File: config.mk
export PLATFORM = sky130hd
export DESIGN_NAME = modulo_addr_gen
export DESIGN_NICKNAME = d
export VERILOG_FILES = /design/src/rtl/modaddr_pkg.sv /design/src/rtl/mod_mask_gen.sv /design/src/rtl/addr_adder.sv /design/src/rtl/addr_merge.sv /design/src/rtl/out_stage.sv /design/src/rtl/modulo_addr_gen.sv
export SDC_FILE = /design/constraint.sdc
export NUM_CORES = 1
export LEC_CHECK = 0
export BUFFER_PORTS_ARGS = -buffer_cell sky130_fd_sc_hd__buf_4
export CAP_MARGIN = 10
export CORE_ASPECT_RATIO = 0.6
export CORE_MARGIN = 2
export CORE_UTILIZATION = 49
export CTS_BUF_LIST = sky130_fd_sc_hd__clkbuf_16
export CTS_CLUSTER_SIZE = 24
export DETAILED_ROUTE_END_ITERATION = 12
export HOLD_SLACK_MARGIN = 0.05
export PLACE_DENSITY_LB_ADDON = 0.3
export SYNTH_ARGS = -nofsm -noshare
export SYNTH_HDL_FRONTEND = slang
export SYNTH_HIERARCHICAL = 1
export SYNTH_SLANG_ARGS = --single-unit
File: constraint.sdc
create_clock -name clk_i -period 0.8 [get_ports clk_i]
set_clock_uncertainty 0.05 [all_clocks]
set_input_delay 0.08 -clock clk_i [delete_from_list [all_inputs] [get_ports clk_i]]
set_output_delay 0.08 -clock clk_i [all_outputs]
set_load 0.02 [all_outputs]
File: src/rtl/modaddr_pkg.sv
package modaddr_pkg;
  localparam int unsigned ADDR_W_DEF = 32;
  localparam int unsigned OFF_W_DEF  = 16;
  localparam int unsigned MOD_W_DEF  = 5;
endpackage

File: src/rtl/mod_mask_gen.sv
module mod_mask_gen #(
  parameter int unsigned ADDR_W = 32,
  parameter int unsigned MOD_W  = 5
) (
  input  logic [MOD_W-1:0]  mod_i,
  output logic [ADDR_W-1:0] mask_o
);
  logic mod_off;
  assign mod_off = (mod_i == '0);

  for (genvar i = 0; i < ADDR_W; i++) begin : g_bit
    assign mask_o[i] = mod_off || (32'(i) < 32'(mod_i));
  end


  always_comb begin
    if (!mod_off) mask_width_chk: assert ($countones(mask_o) == 32'(mod_i));
  end
endmodule

File: src/rtl/addr_adder.sv
module addr_adder #(
  parameter int unsigned ADDR_W = 32,
  parameter int unsigned OFF_W  = 16
) (
  input  logic [ADDR_W-1:0] addr_i,
  input  logic [OFF_W-1:0]  offset_i,
  output logic [ADDR_W-1:0] sum_o
);
  localparam int unsigned EXT_W = ADDR_W - OFF_W;
  logic [ADDR_W-1:0] off_ext;
  assign off_ext = {{EXT_W{offset_i[OFF_W-1]}}, offset_i};
  assign sum_o   = addr_i + off_ext;
endmodule

File: src/rtl/addr_merge.sv
module addr_merge #(
  parameter int unsigned ADDR_W = 32
) (
  input  logic [ADDR_W-1:0] addr_i,
  input  logic [ADDR_W-1:0] sum_i,
  input  logic [ADDR_W-1:0] mask_i,
  output logic [ADDR_W-1:0] next_o
);
  assign next_o = (sum_i & mask_i) | (addr_i & ~mask_i);
endmodule

File: src/rtl/out_stage.sv
module out_stage #(
  parameter int unsigned W       = 32,
  parameter bit          OUT_REG = 1'b1
) (
  input  logic         clk_i,
  input  logic         rst_ni,
  input  logic [W-1:0] d_i,
  output logic [W-1:0] q_o
);
  if (OUT_REG) begin : g_reg
    logic [W-1:0] q_r;
    always_ff @(posedge clk_i or negedge rst_ni) begin
      if (!rst_ni) q_r <= '0;
      else         q_r <= d_i;
    end
    assign q_o = q_r;
  end else begin : g_comb
    assign q_o = d_i;
  end
endmodule

File: src/rtl/modulo_addr_gen.sv
module modulo_addr_gen
  import modaddr_pkg::*;
#(
  parameter int unsigned ADDR_W  = ADDR_W_DEF,
  parameter int unsigned OFF_W   = OFF_W_DEF,
  parameter int unsigned MOD_W   = MOD_W_DEF,
  parameter bit          OUT_REG = 1'b1
) (
  input  logic              clk_i,
  input  logic              rst_ni,
  input  logic [ADDR_W-1:0] addr_i,
  input  logic [OFF_W-1:0]  offset_i,
  input  logic [MOD_W-1:0]  mod_i,
  output logic [ADDR_W-1:0] next_addr_o
);
  logic [ADDR_W-1:0] sum, mask, merged;

  addr_adder #(.ADDR_W(ADDR_W), .OFF_W(OFF_W)) u_add (
    .addr_i(addr_i), .offset_i(offset_i), .sum_o(sum)
  );

  mod_mask_gen #(.ADDR_W(ADDR_W), .MOD_W(MOD_W)) u_mask (
    .mod_i(mod_i), .mask_o(mask)
  );

  addr_merge #(.ADDR_W(ADDR_W)) u_merge (
    .addr_i(addr_i), .sum_i(sum), .mask_i(mask), .next_o(merged)
  );

  out_stage #(.W(ADDR_W), .OUT_REG(OUT_REG)) u_out (
    .clk_i(clk_i), .rst_ni(rst_ni), .d_i(merged), .q_o(next_addr_o)
  );


  linear_step_chk: assert property (@(posedge clk_i) disable iff (!rst_ni)
    (mod_i == '0) |-> (merged == sum));


  upper_hold_chk: assert property (@(posedge clk_i) disable iff (!rst_ni)
    (mod_i != '0) |-> (((merged ^ addr_i) >> mod_i) == '0));


  low_take_chk: assert property (@(posedge clk_i) disable iff (!rst_ni)
    (mod_i != '0) |-> (((merged ^ sum) << (32'(ADDR_W) - 32'(mod_i))) == '0));

  if (OUT_REG) begin : g_reg_chk

    reg_delay_chk: assert property (@(posedge clk_i) disable iff (!rst_ni)
      rst_ni |=> (next_addr_o == $past(merged)));
  end else begin : g_comb_chk

    comb_pass_chk: assert property (@(posedge clk_i) disable iff (!rst_ni)
      next_addr_o == merged);
  end
endmodule

==> results.yml <==
status:
  run_status: "finished with violations"
  failed_checks: "hold timing, setup timing"
synth:
  ys_types: 60
  synth-seq-cells: 32
  syn_nets: 463
  synthCells: 376
  synth-edff-count: 0
  netlist_area_sq_mm: 0.003452
  async_flop_share: 1.000
  yosysWarnings: 6
  avgSynthCellArea_sq_um: 9.181
  synthFlopType: "dfrtp_1"
  yosysSeqAreaShare: 0.2320
cells_and_area:
  diodes: 0
  largest_reg_flops: 32
  synthToLayoutAreaGrowth_pct: 81.77
  n_fill_cell: 200
  layout_commonest_cell: "buf_4"
  drive_above_1_share: 0.6021
  mostFrequentLayoutCells: "buf_4 (138), buf_6 (66), mux2_4 (32), dfrtp_1 (32), nand2_1 (22)"
  final_nets: 665
min_path:
  hold_path.class: "input port to flop"
placement:
  dp_hpwl_microns: 8626
  gp_congestion: 0.9669
  dp_slack_ps: -1672
  port_buffers: 86
grt:
  grt_antenna_before_repair: 0
  grt_pass1_wl_microns: 23770
  grt_pass1_vias: 4463
  overflow: 0
  track_usage: 0.3873
  grt_max_degree: 33
worst_setup_path:
  criticalPathCategory: "input port to flop"
  worst_ep_required_time_ps: 910
  crit_arrival_ps: 2650
  path_max_fanout: 6
  cp-end-kind: "flop"
  startpoint_type: "input port"
power_and_ir_drop:
  power.leakage_nw: 2.920
  power.density_mw_per_mm2: 1524
  total_power_mw: 9.561
  ir_drop_v: 0.0009897
floorplanning:
  pin_count: 87
  die_area_sq_mm: 0.007755
  initial_core_util: 0.5126
  die_x_microns: 112.4
  core_area_sq_mm: 0.006734
  rows: 23
  die_y_microns: 69.02
sta:
  max_freq_mhz: 394.9
  setup_viol_count_final: 63
  fin_crit_ps: 2532
  finalWorstSetupSlack_ps: -1732
  hold_violations: 7
  tightestPinTransition_ps: 928.6
  fin_crit_sh: 3.166
  grt_setup_unrepaired: "true"
  slew_viol_final: 0
  hold_ws_ps: -12.30
  slew_headroom: 0.3744
clocking:
  holdBufCountCts: 1
  h-tree-depth: 2
  cts_buffers: 5
  cts_tree: "built"
  clkSinkCount: 32
  path_clk_slew_ps: 60
  cts_root_buffer: "clkbuf_16"
  clockBufferDepth: 2
drt:
  firstDrtPassIters: 6
  drc: 0
  drtIter0Drc: 865
  routed_via_density: 7.048
  ant_nets: 0
  wl_microns: 18350
  routedWlPerCell_microns: 27.60
  dr_total_vias: 4687
run:
  cap_viol_max_count: 0
logic make-up (layout without fill, tap and decap cells):
kind of cell               after synthesis  in the layout  synth area share
xor gates and xnor gates                30             30           0.07611
muxes                                   34             34            0.1450
buffers and inverters                   33            235           0.04748
AOI/OAI and AO/OA                      125            125            0.2544
DFF                                     32             32            0.2320
and+or+nand+nor                         89             89            0.1258
adders and majority gates               32             32            0.1182
other                                    1              1          0.001086
stage by stage:
stage	std cells	util	TNS (ps)	instance area, sq um
2_1_floorplan	376	-	-28370	3767
3_3_place_gp	623	0.7575	-37980	5101
3_5_place_dp	623	0.7575	-39040	5101
4_1_cts	651	0.8859	-33830	5966
5_1_grt	665	0.9318	-40870	6275
6_report	665	0.9318	-39430	6275
worst paths after layout:
check	from	to	slack, ps	cells past startpoint
worst min-delay path	addr_i[5]	u_out/q_o[5]	-10	2
worst max-delay path	offset_i[15]	u_out/q_o[26]	-1730	11
min in group asynchronous	rst_ni	u_out/q_o[14]	240	2
max in group asynchronous	rst_ni	u_out/q_o[29]	110	2
routing by layer:
metal | up-vias | wire length, microns | share of wire | track usage
met4 | 0 | 1577 | 0.086 | 0.1911
met2 | 515 | 7775 | 0.42 | 0.6272
met5 | - | 0 | 0 | 0
li1 | 1817 | - | - | -
met3 | 192 | 2571 | 0.14 | 0.1108
met1 | 2163 | 6429 | 0.35 | 0.4741
area by class of cell:
type | count | area, sq um | share of cell area
clock buffer | 5 | 125.1 | 0.01994
clock inverter | 2 | 8.758 | 0.001396
inverter | 9 | 33.78 | 0.005384
multi-input combinational | 311 | 3176 | 0.5061
sequential | 32 | 800.8 | 0.1276
tap | 87 | 108.9 | 0.01735
timing repair buffer | 219 | 2022 | 0.3222
what timing repair did:
action                     in CTS  in global routing
resized for setup             116                 43
pin swaps                      40                 35
setup buffers                  23                 17
gates cloned                    2                  0
hold endpoints to repair       55                 23
setup endpoints to repair      63                 63
critical path, stage by stage:
cell and delay (ps):
buf_16 130, ha_4 310, buf_4 150, o21ai_1 130
o21ai_2 230, o311ai_4 140, o21ai_0 760, a311oi_2 150
o21bai_1 210, xor2_1 80, mux2_4 270
power breakdown:
group / switching [mW] / internal [mW]
combinational: 2.76 / 2.83
sequential: 0.143 / 1.88
clock: 0.828 / 1.12
synthesized netlist by cell type (6+ instances only):
cell,instances,area [sq um]
o22ai_1,7,43.79
mux2_4,32,480.5
nand4_1,9,56.30
a21o_1,19,142.6
nand2_1,25,93.84
o211ai_1,9,67.56
nor3_1,6,30.03
a21oi_1,31,155.2
inv_1,8,30.03
nand3_1,18,90.09
clkbuf_1,13,48.80
dfrtp_1,32,800.8
o21ai_0,17,85.08
xnor2_1,14,122.6
xor2_1,16,140.1
ha_1,31,387.9
nor2_1,16,60.06
(Power assumes the default switching activity.)
